**src/rtl/evr_pkg.sv**
```systemverilog
package evr_pkg;
  localparam int REC_BYTES = 16;
  localparam int REC_SHIFT = 4;
  localparam int REC_W     = REC_BYTES * 8;
  localparam int MIN_RECS  = 2;

  localparam logic [3:0] CODE_DONE = 4'd1;
  localparam logic [3:0] CODE_FAIL = 4'd4;

  typedef enum logic {
    SEL_LEN  = 1'b0,
    SEL_DBELL = 1'b1
  } cfg_sel_e;

  typedef struct packed {
    logic [3:0]  code;
    logic [3:0]  info;
  } cmpl_t;
endpackage

```
**src/rtl/evr_cfg_regs.sv**
```systemverilog
module evr_cfg_regs
  import evr_pkg::*;
#(
  parameter int PTR_W   = 12,
  parameter int DEF_LEN = 256
) (
  input  logic             clk,
  input  logic             rst,
  input  logic             cfg_we,
  input  logic             cfg_sel,
  input  logic [PTR_W-1:0] cfg_wdata,
  output logic [PTR_W-1:0] ring_len,
  output logic [PTR_W-1:0] rd_ptr,
  output logic             len_load
);
  localparam int MIN_LEN = MIN_RECS * REC_BYTES;

  logic [PTR_W-1:0] aligned;
  logic             dbell_load;

  assign aligned    = {cfg_wdata[PTR_W-1:REC_SHIFT], {REC_SHIFT{1'b0}}};
  assign len_load   = cfg_we && (cfg_sel_e'(cfg_sel) == SEL_LEN) &&
                      (aligned >= PTR_W'(MIN_LEN));
  assign dbell_load = cfg_we && (cfg_sel_e'(cfg_sel) == SEL_DBELL);

  always_ff @(posedge clk) begin
    if (rst) begin
      ring_len <= PTR_W'(DEF_LEN);
      rd_ptr   <= '0;
    end else if (len_load) begin
      ring_len <= aligned;
      rd_ptr   <= '0;
    end else if (dbell_load) begin
      rd_ptr   <= aligned;
    end
  end


  len_legal_chk: assert property (@(posedge clk) disable iff (rst)
    (ring_len[REC_SHIFT-1:0] == '0) && (ring_len >= PTR_W'(MIN_LEN)));


  dbell_align_chk: assert property (@(posedge clk) disable iff (rst)
    dbell_load && !len_load |=> rd_ptr[REC_SHIFT-1:0] == '0);
endmodule

```
**src/rtl/evr_ptr_unit.sv**
```systemverilog
module evr_ptr_unit
  import evr_pkg::*;
#(
  parameter int PTR_W = 12
) (
  input  logic             clk,
  input  logic             rst,
  input  logic             advance,
  input  logic             clear,
  input  logic [PTR_W-1:0] ring_len,
  input  logic [PTR_W-1:0] rd_ptr,
  output logic [PTR_W-1:0] wr_ptr,
  output logic             full
);
  logic [PTR_W-1:0] step;
  logic [PTR_W-1:0] nxt;

  assign step = wr_ptr + PTR_W'(REC_BYTES);
  assign nxt  = (step >= ring_len) ? '0 : step;
  assign full = (nxt == rd_ptr);

  always_ff @(posedge clk) begin
    if (rst || clear) wr_ptr <= '0;
    else if (advance) wr_ptr <= nxt;
  end


  wr_range_chk: assert property (@(posedge clk) disable iff (rst)
    (wr_ptr[REC_SHIFT-1:0] == '0) && (wr_ptr < ring_len));


  wr_step_chk: assert property (@(posedge clk) disable iff (rst)
    advance && !clear |=> (wr_ptr == '0) ||
      (wr_ptr == $past(wr_ptr) + PTR_W'(REC_BYTES)));


  stall_hold_chk: assert property (@(posedge clk) disable iff (rst)
    full && !clear |=> $stable(wr_ptr));


  rst_clear_chk: assert property (@(posedge clk)
    rst |=> wr_ptr == '0);
endmodule

```
**src/rtl/evr_rec_out.sv**
```systemverilog
module evr_rec_out
  import evr_pkg::*;
#(
  parameter int PTR_W = 12
) (
  input  logic             clk,
  input  logic             rst,
  input  logic             fire,
  input  cmpl_t            cmpl,
  input  logic [PTR_W-1:0] slot,
  output logic             mem_we,
  output logic [PTR_W-1:0] mem_addr,
  output logic [REC_W-1:0] mem_wdata,
  output logic             eob_evt
);
  logic [REC_W-1:0] packed_rec;

  always_comb begin
    packed_rec        = '0;
    packed_rec[31:28] = cmpl.code;
    packed_rec[27:24] = cmpl.info;
  end

  always_ff @(posedge clk) begin
    if (rst) begin
      mem_we  <= 1'b0;
      eob_evt <= 1'b0;
    end else begin
      mem_we  <= fire;
      eob_evt <= fire;
    end
  end

  always_ff @(posedge clk) begin
    if (fire) begin
      mem_addr  <= slot;
      mem_wdata <= packed_rec;
    end
  end
endmodule

```
**src/rtl/evt_ring_writer.sv**
```systemverilog
module evt_ring_writer
  import evr_pkg::*;
#(
  parameter int PTR_W   = 12,
  parameter int DEF_LEN = 256
) (
  input  logic               clk,
  input  logic               rst,
  input  logic               cmpl_valid,
  input  logic [3:0]         cmpl_code,
  input  logic [3:0]         cmpl_info,
  output logic               cmpl_ready,
  input  logic               cfg_we,
  input  logic               cfg_sel,
  input  logic [PTR_W-1:0]   cfg_wdata,
  output logic [PTR_W-1:0]   wr_ptr,
  output logic [PTR_W-1:0]   rd_ptr,
  output logic [PTR_W-1:0]   ring_len,
  output logic               mem_we,
  output logic [PTR_W-1:0]   mem_addr,
  output logic [REC_W-1:0]   mem_wdata,
  output logic               eob_evt
);
  logic  full;
  logic  len_load;
  logic  accept;
  cmpl_t cur;

  assign cmpl_ready = !full;
  assign accept     = cmpl_valid && cmpl_ready;
  assign cur        = '{code: cmpl_code, info: cmpl_info};

  evr_cfg_regs #(.PTR_W(PTR_W), .DEF_LEN(DEF_LEN)) u_cfg (
    .clk(clk), .rst(rst), .cfg_we(cfg_we), .cfg_sel(cfg_sel),
    .cfg_wdata(cfg_wdata), .ring_len(ring_len), .rd_ptr(rd_ptr),
    .len_load(len_load)
  );

  evr_ptr_unit #(.PTR_W(PTR_W)) u_ptr (
    .clk(clk), .rst(rst), .advance(accept), .clear(len_load),
    .ring_len(ring_len), .rd_ptr(rd_ptr), .wr_ptr(wr_ptr), .full(full)
  );

  evr_rec_out #(.PTR_W(PTR_W)) u_rec (
    .clk(clk), .rst(rst), .fire(accept), .cmpl(cur), .slot(wr_ptr),
    .mem_we(mem_we), .mem_addr(mem_addr), .mem_wdata(mem_wdata),
    .eob_evt(eob_evt)
  );


  accept_write_chk: assert property (@(posedge clk) disable iff (rst)
    accept |=> mem_we && eob_evt && (mem_addr == $past(wr_ptr)));


  idle_quiet_chk: assert property (@(posedge clk) disable iff (rst)
    !accept |=> !mem_we && !eob_evt);


  rec_field_chk: assert property (@(posedge clk) disable iff (rst)
    accept |=> (mem_wdata[31:24] == {$past(cmpl_code), $past(cmpl_info)}));
endmodule

```
**config.mk**
```make
export PLATFORM = sky130hd
export DESIGN_NAME = evt_ring_writer
export DESIGN_NICKNAME = d
export VERILOG_FILES = /design/src/rtl/evr_pkg.sv /design/src/rtl/evr_cfg_regs.sv /design/src/rtl/evr_ptr_unit.sv /design/src/rtl/evr_rec_out.sv /design/src/rtl/evt_ring_writer.sv
export SDC_FILE = /design/constraint.sdc
export NUM_CORES = 1
export LEC_CHECK = 0
export ABC_AREA = 1
export ABC_CLOCK_PERIOD_IN_PS = 4700
export BUFFER_PORTS_ARGS = -buffer_cell sky130_fd_sc_hd__buf_2
export CORE_ASPECT_RATIO = 0.8
export CORE_MARGIN = 5
export CORE_UTILIZATION = 35
export CTS_CLUSTER_SIZE = 28
export DETAILED_ROUTE_END_ITERATION = 10
export GPL_ROUTABILITY_DRIVEN = 0
export PLACE_DENSITY = 0.67
export RECOVER_POWER = 100
export REMOVE_ABC_BUFFERS = 1
export SETUP_SLACK_MARGIN = 0.5
export SYNTH_ARGS = -nofsm -noshare
export SYNTH_HDL_FRONTEND = slang
export SYNTH_SLANG_ARGS = --single-unit
```
**constraint.sdc**
```tcl
create_clock -name clk -period 4.7 [get_ports clk]
set_input_delay 0.94 -clock clk [delete_from_list [all_inputs] [get_ports clk]]
set_output_delay 0.94 -clock clk [all_outputs]
set_load 0.03 [all_outputs]
```
## After elaboration in Yosys (flattened, before gate mapping)

Index checks and enable logic that the tools add are counted.

| storage, ports and cells | value |
|---|---|
| register bits after elaboration | 49 |
| word-level logic and storage cells | 19 |
| input port bits | 25 |

| operators by class | value |
|---|---|
| reduce and logical (&&, ||, !) cells | 7 |
| eq/ne operators | 1 |
| magnitude comparators | 2 |
| bitwise gates (word level) | 1 |
| muxes and demuxes | 1 |
| $add $sub $neg | 1 |

Operator list:

| kind | count |
|---|---|
| adder 12 x 5 -> 12 bit, second input constant | 1 |
| == test 12 bit | 1 |
| >= comparator 12 bit | 1 |
| >= comparator 12 x 6 -> 1 bit, second input constant | 1 |
| 2-to-1 mux 12 bit | 1 |
| logical AND 1 bit | 4 |
| OR reduction 2 bit | 1 |
| zero test 1 bit | 1 |
| logical OR 1 bit | 1 |
| inverter 1 bit | 1 |

## Depth between registers and ports, before layout

Gate-level depths: netlist of the first run.

| logic depth | value |
|---|---|
| word-level depth | 6 |
| gate-level depth with buffers | 21 |
| mapped depth without buffers | 20 |

## Hierarchy

From an unflattened synthesis of the first run, not the netlist that was laid out.

| unflattened totals | value |
|---|---|
| cell total of the unflattened synthesis | 457 |
| area, all modules | 3519.6 um^2 |

By module, submodules not included:

| module | cells an instance | times used | area each (um^2) |
|---|---|---|---|
| evr_rec_out | 145 | 1 | 1542.7 |
| evr_ptr_unit | 194 | 1 | 1189.9 |
| evr_cfg_regs | 115 | 1 | 773.2 |
| evt_ring_writer | 3 | 1 | 13.8 |

## Worst setup path after synthesis of the first run

Ideal clock, no wire load.

| timing path | value |
|---|---|
| kind | register to output |
| start | register u_ptr.wr_ptr[6] |
| end | output port cmpl_ready |
| data required time | 3760 ps |
| arrival | 2661 ps |
| cell stages (with the launch flop) | 15 |
| path slack | 1099 ps |
| path buffers | 1 |
| path through | dfxtp_1 -> nand2_2 -> nor2_2 -> nand3_2 -> o21ai_1 -> nand2_2 -> ha_1 -> a21o_1 -> nor2_1 -> buf_4 -> nand4_1 -> nand2_1 -> nand2_1 -> nor4_1 -> nand3_1 |

| between the ends | value |
|---|---|
| longest elaborated chain between the ends | 5 |

RTL lines:

| element | RTL line | text |
|---|---|---|
| from (decl) | evr_ptr_unit.sv:12 | `output logic [PTR_W-1:0] wr_ptr,` |
| from (signal assigned) | evr_ptr_unit.sv:24 | `else if (advance) wr_ptr <= nxt;` |
| adder 12 x 5 -> 12 bit (*) | evr_ptr_unit.sv:18 | `assign step = wr_ptr + PTR_W'(REC_BYTES);` |
| >= comparator 12 bit | evr_ptr_unit.sv:19 | `assign nxt = (step >= ring_len) ? '0 : step;` |
| 2-to-1 mux 12 bit (*) | evr_ptr_unit.sv:19 |  |
| == test 12 bit (*) | evr_ptr_unit.sv:20 | `assign full = (nxt == rd_ptr);` |
| zero test 1 bit (*) | evt_ring_writer.sv:29 | `assign cmpl_ready = !full;` |
| to (decl) | evt_ring_writer.sv:12 | `output logic cmpl_ready,` |

Every way passes the cells marked *; elsewhere a longest branch is shown, timed or not.

## Worst setup path in the final report of the first run

| timing path | value |
|---|---|
| start | register u_ptr.wr_ptr[4] |
| end | output port cmpl_ready |

The elaborated chain is that of the path after synthesis.

==> results of run 1 <==
-- placed cells by master (no fill, tap or decap), types with 3 or more instances in the layout --
cell and instances:
sky130_fd_sc_hd__nand3_1 28, sky130_fd_sc_hd__nand4_1 9, sky130_fd_sc_hd__o21ai_0 7, sky130_fd_sc_hd__edfxtp_1 20, sky130_fd_sc_hd__ha_1 9, sky130_fd_sc_hd__nand2_2 4
sky130_fd_sc_hd__buf_2 20, sky130_fd_sc_hd__clkbuf_16 5, sky130_fd_sc_hd__clkbuf_1 51, sky130_fd_sc_hd__nand2_1 69, sky130_fd_sc_hd__nor2_1 27, sky130_fd_sc_hd__conb_1 128
sky130_fd_sc_hd__dfxtp_1 29, sky130_fd_sc_hd__nand3_2 3, sky130_fd_sc_hd__a21oi_1 25, sky130_fd_sc_hd__nor2_2 3, sky130_fd_sc_hd__inv_1 44
-- cell usage after synthesis (2+ instances only) --
cell type / n
sky130_fd_sc_hd__dfxtp_1: 29
sky130_fd_sc_hd__nand3_2: 2
sky130_fd_sc_hd__buf_4: 131
sky130_fd_sc_hd__edfxtp_1: 20
sky130_fd_sc_hd__o21ai_0: 7
sky130_fd_sc_hd__nand3_1: 29
sky130_fd_sc_hd__nor4_1: 2
sky130_fd_sc_hd__clkbuf_1: 5
sky130_fd_sc_hd__nand4_1: 8
sky130_fd_sc_hd__inv_1: 44
sky130_fd_sc_hd__ha_1: 9
sky130_fd_sc_hd__nand2_1: 68
sky130_fd_sc_hd__nor2_1: 27
sky130_fd_sc_hd__nor2_2: 3
sky130_fd_sc_hd__nand2_2: 5
sky130_fd_sc_hd__inv_2: 2
sky130_fd_sc_hd__a21oi_1: 25
-- final timing paths --
kind,endpoint,slack [ns],cells after the start
worst max register to register,u_rec.mem_addr[5]$_DFFE_PP_,0.83,19
worst min register to register,u_rec.mem_addr[1]$_DFFE_PP_,0.47,0
worst min-delay path,u_rec.mem_addr[1]$_DFFE_PP_,0.47,0
worst max-delay path,cmpl_ready,0.56,17
-- routing by layer --
layer | track usage (%) | routed length (um)
met4 | 2.38 | 52
met1 | 14.6 | 2980
met2 | 17.6 | 3250
met3 | 4.05 | 896
met5 | 0 | 0
-- sequential cells by signal, summed over array words and instances (netlist names) --
name             count
u_cfg.ring_len       8
u_rec.mem_addr      12
u_cfg.rd_ptr         8
u_rec.mem_wdata      8
u_rec.eob_evt        1
u_ptr.wr_ptr        12
-- logic make-up (layout without fill, tap and decap cells) --
family	after synthesis	after routing	share of synthesized area [%]
adder cells (fa/ha/maj)	9	9	3.32
AND/OR/NAND/NOR	150	150	21.0
AO/OA/AOI/OAI	37	37	5.83
flip-flops	49	49	34.8
buffers and inverters	183	127	35.0
other	1	128	0.111
-- final cells by class --
| class | count | area [um^2] |
|---|---|---|
| Fill cell | 1009 | 6120 |
| Multi-Input combinational cell | 324 | 1490 |
| Sequential cell | 49 | 1180 |
| Timing Repair Buffer | 73 | 307 |
| Inverter | 46 | 173 |
| Tap cell | 119 | 149 |
| Clock buffer | 5 | 125 |
| Clock inverter | 3 | 26.3 |
-- what timing repair did --
item	4_1_cts	5_1_grt
gates resized for setup	0	9
endpoints found under the setup margin	0	1
hold buffers	0	0
setup buffers	0	0
-- worst max-delay path: cells and delay by family, from the launching register on --
family,cells,cell delay (ns)
adder cells (fa/ha/maj),2,0.56
AND/OR/NAND/NOR,12,1.41
flip-flops,1,0.55
buffers and inverters,3,0.38
-- through the flow --
stage,util [%],setup slack (ns)
finish,36.0,0.561
global route,36.0,0.289
CTS,36.9,0.571
detailed placement,35.3,0.903
global placement,35.3,0.966
floorplan,-,0.762
-- report_power, final --
part | internal [mW] | switching, mW | leakage [nW]
Clock | 0.201 | 0.166 | 0.0680
Combinational | 0.128 | 0.470 | 1.19
Sequential | 0.508 | 0.0386 | 0.436
Total | 0.837 | 0.675 | 1.69
==> results.md, run 1 <==
- The worst hold path begins at u_ptr.wr_ptr[1]$_SDFFE_PP0P_.
- The count of warnings emitted by yosys is 0.
- The number of cells in the finished layout apart from fillers is 619.
- The detailed router placed 2513 vias in this run.
- The worst setup path startpoint is u_ptr.wr_ptr[4]$_SDFFE_PP0P_.
- The largest single stage delay on the critical path is 0.55 ns.
- Headroom to the max-slew limit came out at -5.91%.
- Derived from the worst setup path, the maximum achievable clock frequency is 242 MHz.
- The core region is 9570 um^2.
- TritonCTS built the clock tree.
- The first global-routing pass estimated 10700 um of wire.
- The H-tree generated during clock tree synthesis spans 2 levels.
- The signed area change from the synthesized netlist to the final layout is 1.55%.
- The final critical path takes up 88.1% of the cycle.
- At the worst endpoint, the arrival time is 3.20 ns.
- Clock latency on the worst-skew pair, taken at its later pin, is 0.30 ns.
- The global route total overflow is 0.
- Traced cell by cell, the critical path runs through ha_1, nand2_1, inv_1, nand3_1, nand2_1, inv_1, ha_1, nand2_1, nor2_2, nand2_1, nand2_1, nor2_8, nand3_1, nand2_1, nor4_1, nand3_1, buf_2.
- In the post-synthesis netlist, the biggest area contributors are sky130_fd_sc_hd__buf_4 (29%), sky130_fd_sc_hd__edfxtp_1 (18%), sky130_fd_sc_hd__dfxtp_1 (17%), sky130_fd_sc_hd__nand2_1 (7.5%), sky130_fd_sc_hd__inv_1 (4.9%).
- The final worst clock skew is 0.00945 ns.
- The routed length per instance is 11.6 um.
- From bottom edge to top edge, the die measures 98.1 um.
- After technology mapping, the gate count stands at 429.
- The type of element capturing the critical path is a primary output.
- In this run the worst hold path is classified as flop to flop.
- The most used flip-flop cell after synthesis is sky130_fd_sc_hd__dfxtp_1.
- 0 antenna diodes ended up in the layout.
- The number of failing setup endpoints in the final timing report is 0.
- After the last flow step, the layout net total stands at 533.
- The biggest area contributor in the post-synthesis netlist is sky130_fd_sc_hd__buf_4.
- The ratio of total power to cell area is 439 nW/um^2.
- The worst setup path is launched from a flop.
- The area of the mapped netlist is 3390 um^2.
- Data on the critical path is required at its endpoint by 3.76 ns.
- Of all nets on the critical path, the largest fanout is 9.
- Across the VDD grid, the largest voltage drop is 0.134 mV.
- Setup repair after global routing left no endpoint under its margin.
- For this block, the routed nets add up to 7180 um of wire.
- CTS saw 49 sinks.
- The number of nets still failing antenna checks after routing is 0.
- After synthesis, flip-flops and latches occupy 34.8% of the total area.
- The tree is rooted in a sky130_fd_sc_hd__clkbuf_16.
- The number of clock buffers added by TritonCTS is 5.
- Buffers placed on the I/O ports in this run total 71.
- The number of hold violations in the final report is 0.
- The time the worst path needs with I/O delays and setup is 4.14 ns.
- The placed wire-length estimate after detailed placement is 5880 um.
- After routing the design area is 3450 um^2.
- Final hold analysis gives a worst-case slack of 0.466 ns.
- The library cell contributing the largest single delay on the critical path is sky130_fd_sc_hd__dfxtp_1.
- Entering global routing, the biggest net connects 21 pins.
- At the pin with the least slew margin, the transition time is 1.59 ns.
- The via count normalized by instance count is 4.06.
- The flow ran to the end, but the final reports show violations.
- 204 I/O pins were placed.
- Yosys mapped a number of flops with a built-in enable equal to 20.
- The synthesized area per cell is 7.91 um^2.
- The number of placed instances, taps included is 611.
- The number of placement rows is 32.
- The detailed-router iteration count before antenna repair is 4.
- The share of synthesized flip-flops with an asynchronous set or reset is 0%.
- The number of global-route vias before repair is 2269.
- After detailed placement, the total cell area comes to 3380 um^2.
- The library cell appearing most often on the critical path is sky130_fd_sc_hd__nand2_1.
- The design draws 1.51 mW.
- For this configuration, the core starts out at a cell density of 35.5%.
- The leakage power of the design is 1.69 nW.
- The number of antenna violations at the first check in global routing is 0.
- The tool flagged a number of max-cap violations equal to 1.
- The clock transition at the registers of the reported paths is 0.07 ns.
- The clock passes through at most 2 buffers.
- The number of slew-limit violations in the final report is 18.
- The checks that failed: max-capacitance violations, max-slew violations.
- In the routed design, unresolved DRC markers number 0.
- The share of synthesized area in the top cell type comes to 29.0%.
- The proportion of layout cells with a drive suffix above 1 is 8.80%.
- In this run the critical register-to-register path is launched from u_ptr.wr_ptr[6]$_SDFFE_PP0P_.
- The worst setup path is of the flop to primary output kind.
- The die width is 120 um.
- In this run, the number of DRC markers left after iteration 0 of detailed routing was 151.
- The post-synthesis register bit count is 49.
- In the final timing run, aggregate negative setup slack is 0 ns.
- The combined global-route utilization of all metal layers is 11.1%.
- The die outline area is 11800 um^2.
- The number of distinct library cells after synthesis is 30.
Power figures use the tool's default switching activity.
==> inputs of run 2 (changes only) <==
ABC_CLOCK_PERIOD_IN_PS = 3900   (was 4700)
CORE_UTILIZATION = 44   (was 35)
PLACE_DENSITY = 0.81   (was 0.67)
clock period = 3.9 ns   (was 4.7 ns; I/O delays follow)
==> results.md, run 2 (synthesis results as in run 1) <==
- The run finished with clean final reports.
- The most common cell after layout, fill and taps aside is sky130_fd_sc_hd__conb_1.
- The cts-stage hold buffer count is 0 (unchanged).
- The number of slew-limit violations in the final report came to 0 (-18).
- The cell chosen for the clock root is sky130_fd_sc_hd__clkbuf_8.
- The clock group share of total power was 17.8% (-6.5 points).
- The number of antenna violations at the first check in global routing is 0 (unchanged).
- Setup repair after global routing could not meet its margin everywhere.
- The routed length per instance is 14.2 um (+22%).
- The peak clock frequency supported by timing is 270 MHz.
- The fraction of the core area covered by cells at the end of the flow is 53.2% (+17 points).
- The type of the most critical hold path is flop to flop.
- The ratio of total power to cell area is 515 nW/um^2 (+17%).
- The max-cap check violation count came to 0 (-1).
- The signal on the critical path passes through nand2_4, nor2_4, nand3_2, nor2_2, nand2_1, nand2_2, ha_4, a21o_1, nor2_4, buf_6, nand3_1, nand2_1, nand2_1, nor4_4, nand3_2, buf_6.
- The switching power as a share of total power is 45.7% (+1.1 points).
- The DRC violations left is 0 (unchanged).
- The number of cells in the finished layout apart from fillers is 642 (+3.7%).
- The number of hold violations in the final report is 0 (unchanged).
- TritonCTS built the clock tree.
- The largest registers in the layout are u_ptr.wr_ptr x12, u_rec.mem_addr x12.
- The number of port buffers is 71 (unchanged).
- The required time of the worst setup path is 3.12 ns (-0.64 ns).
- The number of nets still failing antenna checks after routing is 0 (unchanged).
- The overall power after layout is 2.04 mW (+35%).
- The worst-case vdd ir drop is 0.188 mV (+40%).
- The transition time at the pin with the least slew margin is 0.660 ns (-0.925 ns).
- The maximum single-stage delay on the critical path is 0.45 ns (-0.10 ns).
- The number of placement rows came to 28 (-13%).
- The effective utilization at floorplan is 45.5% (+10 points).
- The number of placed instances, taps included is 599 (-2.0%).
- The number of buffers added by the clock tree synthesis step is 5 (unchanged).
- The final net count is 570 (+6.9%).
- The via total after detailed routing came to 2876 (+14%).
- The die width was 108 um (-9.9%).
- Counting I/O delays and the setup requirement, the final critical path takes 3.70 ns.
- The final standard cell area without fillers is 3970 um^2 (+15%).
- The die outline area is 9580 um^2 (-19%).
- The DRC violation total after the first TritonRoute iteration is 239 (+58%).
- The number of clock sinks is 49 (unchanged).
- The proportion of layout cells with a drive suffix above 1 came to 22.3% (+14 points).
- The number of failing setup endpoints in the final timing report is 0 (unchanged).
- The H-tree depth reported by CTS came to 2 (unchanged).
- The slowest stage of the critical path belongs to the cell sky130_fd_sc_hd__dfxtp_1.
- The global route total overflow is 0 (unchanged).
- Counting stages on the worst path, the most repeated cell is sky130_fd_sc_hd__nand2_1.
- The critical path's top delay family is simple AND/OR/NAND/NOR gates.
- The via count normalized by instance count is 4.48 (+10%).
- The deepest clock path buffer count is 2 (unchanged).
- From synthesis to final layout, the design area changed by 17.0%.
- The final wirelength is 9100 um (+27%).
- In the layout the commonest cells are sky130_fd_sc_hd__conb_1 (128), sky130_fd_sc_hd__nand2_1 (57), sky130_fd_sc_hd__clkbuf_1 (51).
- The maximum number of pins on one net before global-route repair came to 21 (unchanged).
- The power spent charging and discharging nets came to 0.935 mW (+38%).
- The detailed-router iteration count before antenna repair was 6 (+2).
- The highest fanout seen on the critical path is 7 (-2).
- The minimum hold slack is 0.472 ns (+0.00693 ns).
- The data arrival time at the worst-slack endpoint is 2.92 ns (-0.28 ns).
- The placeable core region came to 7460 um^2 (-22%).
- The combined global-route utilization of all metal layers came to 15.6% (+4.5 points).
- The type of element capturing the critical path is a primary output.
- The number of global-route vias before repair is 2527 (+11%).
- After layout, the worst path uses 94.9% of the clock period.
- The wire length of the first global-routing pass is 12000 um (+12%).
- The instance area at placement is 3370 um^2 (about the same).
- The placed wire-length estimate after detailed placement is 5940 um (+1.1%).
- The leakage power of the design is 1.93 nW (+14%).
- The post-placement worst setup slack came to 0.235 ns (-0.668 ns).
- The antenna diode count is 0 (unchanged).
- The clock transition at the registers of the reported paths came to 0.08 ns (about the same).
- The power share of the sequential group is 32.0% (-4.2 points).
- The final worst clock skew came to 0.00829 ns (-0.00117 ns).
- STA classifies the critical path startpoint as a flop.
- The setup TNS was 0 ns (unchanged).
- The internal portion of total power was 1.11 mW (+33%).
- The I/O pin count was 204 (unchanged).
- The clock latency reported for the late side of the worst-skew pair was 0.31 ns (about the same).
- The total buffers and inverters traversed by the critical path is 2 (-1).
- The fraction of power consumed by combinational cells came to 50.2% (+11 points).
- The die span in y is 88.5 um (-9.7%).
- The final worst-path setup slack was 0.197 ns (-0.364 ns).
- The setup path with the least slack is of type flop to primary output.
- The headroom to the max-slew limit is 56.0% (+62 points).
## run 2: cell types whose count changed in the layout (fill, tap and decap cells not counted), moves of 5 or more
| cell | change |
|---|---|
| sky130_fd_sc_hd__buf_4 | +22 |
| sky130_fd_sc_hd__buf_6 | +14 |
| sky130_fd_sc_hd__clkbuf_16 | -5 |
| sky130_fd_sc_hd__clkbuf_8 | +5 |
| sky130_fd_sc_hd__nand2_1 | -12 |
| sky130_fd_sc_hd__nand2_2 | +6 |
| sky130_fd_sc_hd__nand2_4 | +6 |
| sky130_fd_sc_hd__nor2_1 | -6 |
## run 2: path summary, 6_finish.rpt
kind | startpoint | end | slack [ns] | cells after the start
worst max-delay path | u_ptr.wr_ptr[6]$_SDFFE_PP0P_ | cmpl_ready | 0.20 | 16
worst min-delay path | u_ptr.wr_ptr[1]$_SDFFE_PP0P_ | u_rec.mem_addr[1]$_DFFE_PP_ | 0.47 | 0
worst max register to register | u_ptr.wr_ptr[6]$_SDFFE_PP0P_ | u_ptr.wr_ptr[8]$_SDFFE_PP0P_ | 0.30 | 27
worst min register to register | u_ptr.wr_ptr[1]$_SDFFE_PP0P_ | u_rec.mem_addr[1]$_DFFE_PP_ | 0.47 | 0
## run 2: worst reg2reg max path, cell delays in order (launching register included)
cell and delay (ns):
sky130_fd_sc_hd__dfxtp_1 0.45, sky130_fd_sc_hd__nand2_4 0.09, sky130_fd_sc_hd__nor2_4 0.12, sky130_fd_sc_hd__nand3_2 0.11, sky130_fd_sc_hd__nor2_2 0.11, sky130_fd_sc_hd__nand2_1 0.07, sky130_fd_sc_hd__nand2_2 0.11, sky130_fd_sc_hd__ha_4 0.21
sky130_fd_sc_hd__a21o_1 0.21, sky130_fd_sc_hd__nor2_4 0.15, sky130_fd_sc_hd__buf_6 0.15, sky130_fd_sc_hd__nand4_1 0.11, sky130_fd_sc_hd__buf_4 0.16, sky130_fd_sc_hd__buf_6 0.11, sky130_fd_sc_hd__buf_6 0.10, sky130_fd_sc_hd__buf_6 0.10
sky130_fd_sc_hd__buf_6 0.10, sky130_fd_sc_hd__buf_6 0.10, sky130_fd_sc_hd__buf_6 0.11, sky130_fd_sc_hd__buf_6 0.11, sky130_fd_sc_hd__buf_6 0.10, sky130_fd_sc_hd__buf_6 0.10, sky130_fd_sc_hd__buf_6 0.10, sky130_fd_sc_hd__buf_6 0.10
sky130_fd_sc_hd__buf_6 0.10, sky130_fd_sc_hd__nand3_2 0.07, sky130_fd_sc_hd__nand2_1 0.07, sky130_fd_sc_hd__nor2_1 0.11
## run 2: timing repair
action / CTS / global route
resized for setup: 36 / 44
pin swaps: 14 / 18
setup endpoints to repair: 21 / 22
cloned: 0 / 1
buffers inserted: 25 / 9
## run 2: layout make-up
class                      instances  area [um^2]
fill                             696         3490
multi-input combinational        324         1730
sequential                        49         1190
timing repair buffer             109          629
inverter                          46          176
tap                              105          131
clock buffer                       5         68.8
clock inverter                     3         41.3
timing repair inverter             1         7.51
## run 2: power groups by stage
stage / combinational [mW] / clock [mW] / sequential (mW)
global placement: 0.748 / 0 / 0.661
finish: 1.03 / 0.363 / 0.655
detailed placement: 0.763 / 0 / 0.664
floorplan: 0.454 / 0 / 0.795
CTS: 0.877 / 0.368 / 0.655
global route: 1.09 / 0.391 / 0.662
## run 2: layer usage
| metal | global-route usage, % | share of wire (%) |
|---|---|---|
| met4 | 5.50 | 3.5 |
| met1 | 17.9 | 35 |
| met2 | 29.3 | 51 |
| met3 | 2.84 | 9.8 |
| met5 | 0 | 0 |
==> inputs of run 3 (changes only) <==
CORE_ASPECT_RATIO = 0.7   (was 0.8)
==> results.md, run 3 (synthesis results as in run 1) <==
- The headroom to the max-slew limit came to 54.0% (-2.0 points).
- The clock latency reported for the late side of the worst-skew pair is 0.29 ns (-0.02 ns).
- The fraction of the core area covered by cells at the end of the flow is 52.5% (-0.69 points).
- The highest fanout seen on the critical path is 6 (-1).
- The die width is 115 um (+6.3%).
- The critical path's top delay family is simple AND/OR/NAND/NOR gates.
- The die span in y was 83.5 um (-5.7%).
- The peak clock frequency supported by timing is 265 MHz (-2.0%).
- From synthesis to final layout, the design area changed by 14.8%.
- The number of hold violations in the final report is 0 (unchanged).
- The total buffers and inverters traversed by the critical path came to 2 (unchanged).
- The antenna diode count is 0 (unchanged).
- The detailed-router iteration count before antenna repair is 6 (unchanged).
- TritonCTS built the clock tree.
- The library cell contributing the largest single delay on the critical path is sky130_fd_sc_hd__dfxtp_1.
- The worst-case vdd ir drop came to 0.236 mV (+25%).
- The launch point of the worst reg-to-reg path is u_ptr.wr_ptr[6]$_SDFFE_PP0P_.
- The leakage power of the design came to 1.90 nW (-1.7%).
- The data arrival time at the worst-slack endpoint came to 3.00 ns (+0.08 ns).
- The effective utilization at floorplan was 45.7% (+0.28 points).
- The maximum single-stage delay on the critical path is 0.40 ns (-0.05 ns).
- The final worst clock skew is 0.00782 ns (-0.000460 ns).
- The critical path goes through nand2_4, nor2_4, nand3_4, o21ai_2, nand2_2, ha_4, a21o_1, nor2_4, buf_4, nand2_2, nor2_8, nand2_2, nand2_1, nand2_2, nor3_2, nand3_1, buf_6.
- The global route total overflow is 0 (unchanged).
- The final net count came to 576 (+1.1%).
- The post-route fraction of the period consumed by the critical path is 96.9% (+1.9 points).
- The worst hold path stage count came to 0 (unchanged).
- The filler cell count in the final layout was 714 (+2.6%).
- The clock transition at the registers of the reported paths is 0.08 ns (about the same).
- The via count normalized by instance count is 4.61 (+2.9%).
- The library cell appearing most often on the critical path is sky130_fd_sc_hd__nand2_2.
- The beginning of the worst hold path is u_ptr.wr_ptr[2]$_SDFFE_PP0P_.
- The capture instance of the worst register-to-register path is u_ptr.wr_ptr[8]$_SDFFE_PP0P_.
- In the layout the commonest cells are sky130_fd_sc_hd__conb_1 (128), sky130_fd_sc_hd__nand2_1 (59), sky130_fd_sc_hd__clkbuf_1 (55).
- The slack of the worst reg-to-reg path is 0.16 ns (-0.14 ns).
- In this run the worst hold path is classified as flop to flop.
- The number of cells in the finished layout apart from fillers came to 641 (-0.16%).
- The ratio of total power to cell area is 504 nW/um^2 (-2.2%).
- Setup repair after global routing could not meet its margin everywhere.
- The maximum number of pins on one net before global-route repair is 21 (unchanged).
- The H-tree depth reported by CTS came to 2 (unchanged).
- The wire length of the first global-routing pass was 13500 um (+13%).
- The deepest clock path buffer count is 2 (unchanged).
- The number of slew-limit violations in the final report is 0 (unchanged).
- The path with the worst hold slack has its endpoint at u_rec.mem_addr[2]$_DFFE_PP_.
- The final wirelength is 9440 um (+3.7%).
- The DRC violation total after the first TritonRoute iteration was 190 (-21%).
- The number of placement rows is 26 (-7.1%).
- The die outline area was 9600 um^2 (+0.18%).
- The number of buffers added by the clock tree synthesis step was 5 (unchanged).
- In this run the clock root is driven by a sky130_fd_sc_hd__clkbuf_8.
- The required time of the worst setup path came to 3.12 ns (about the same).
- The number of failing setup endpoints in the final timing report is 0 (unchanged).
- The number of placed instances, taps included is 593 (-1.0%).
- The number of antenna violations at the first check in global routing is 0 (unchanged).
- The combined global-route utilization of all metal layers was 17.2% (+1.5 points).
- The number of clock sinks was 49 (unchanged).
- The transition time at the pin with the least slew margin is 0.691 ns (+0.0303 ns).
- The number of global-route vias before repair came to 2826 (+12%).
- The cts-stage hold buffer count is 0 (unchanged).
- The I/O pin count is 204 (unchanged).
- The max-cap check violation count is 0 (unchanged).
- The proportion of layout cells with a drive suffix above 1 was 20.4% (-1.9 points).
- The flow ran to the end, and the final reports show no timing, DRC or antenna violations.
- The number of nets still failing antenna checks after routing is 0 (unchanged).
- The depth of the worst register-to-register path was 26 (-3.7%).
- The routed length per instance is 14.7 um (+3.9%).
- The time the worst path needs with I/O delays and setup was 3.78 ns (+0.0744 ns).
- The placeable core region was 7420 um^2 (-0.60%).
- The DRC violations left is 0 (unchanged).
- The most common cell after layout, fill and taps aside is sky130_fd_sc_hd__conb_1.
- The type of the worst setup path is flop to primary output.
- The setup TNS is 0 ns (unchanged).
- The type of element capturing the critical path is a primary output.
- The placed wire-length estimate after detailed placement was 6340 um (+6.7%).
- The via total after detailed routing was 2955 (+2.7%).
- The category of the worst setup path launch point is a flop.
- The largest registers in the layout are u_ptr.wr_ptr x12, u_rec.mem_addr x12.
- The number of port buffers is 71 (unchanged).
run 3: how the worst max path moves through the flow:
stage / end / slack, ns / from / cells after the start
finish: cmpl_ready / 0.12 / u_ptr.wr_ptr[6]$_SDFFE_PP0P_ / 17
global route: cmpl_ready / -0.04 / u_ptr.wr_ptr[6]$_SDFFE_PP0P_ / 18
CTS: cmpl_ready / 0.39 / u_ptr.wr_ptr[5]$_SDFFE_PP0P_ / 16
detailed placement: cmpl_ready / 0.30 / u_ptr.wr_ptr[5]$_SDFFE_PP0P_ / 15
global placement: cmpl_ready / 0.38 / u_ptr.wr_ptr[5]$_SDFFE_PP0P_ / 15
floorplan: cmpl_ready / 0.12 / u_ptr.wr_ptr[6]$_SDFFE_PP0P_ / 15
run 3: through the flow:
stage / power (mW) / hold slack (ns) / worst slack [ns] / instance area, um^2
floorplan: 1.25 / 0.607 / 0.122 / 2860
global placement: 1.41 / 0.440 / 0.382 / 3370
detailed placement: 1.43 / 0.446 / 0.305 / 3370
CTS: 1.85 / 0.468 / 0.395 / 3800
global route: 2.06 / 0.482 / -0.0378 / 3900
finish: 1.96 / 0.467 / 0.123 / 3900
run 3: worst register-to-register path, delay by kind of cell, from the launching register on:
family	cells	cell delay (ns)
adder cells (fa/ha/maj)	1	0.25
AO/OA/AOI/OAI	2	0.38
AND/OR/NAND/NOR	9	0.95
flip-flops	1	0.40
buffers and inverters	14	1.69
run 3: repair_timing:
action,CTS,global route
pin swaps,15,17
setup endpoints to repair,21,22
cloned,0,2
setup buffers,29,9
gates resized for setup,37,21
hold endpoints to repair,0,0
run 3: cell type report:
cell class	count	area, um^2	share of cell area [%]
multi-input cells	324	1630	41.9
flip-flops and latches	49	1190	30.5
repair buffers	114	679	17.4
inverters	46	176	4.53
well taps	98	123	3.15
clock buffers	8	80.1	2.06
repair inverters	2	15.0	0.385
run 3: routing by layer:
metal	global-route usage [%]	vias to the layer above	part of all wire [%]
met5	0	-	0
met4	5.22	0	3.5
met3	4.57	38	9.2
met2	30.5	193	51
met1	20.0	1388	37
li1	-	1336	-
run 3: power by group:
part | total, mW | internal, mW | switching [mW]
Combinational | 1.02 | 0.317 | 0.701
Clock | 0.290 | 0.128 | 0.162
Sequential | 0.654 | 0.614 | 0.0409
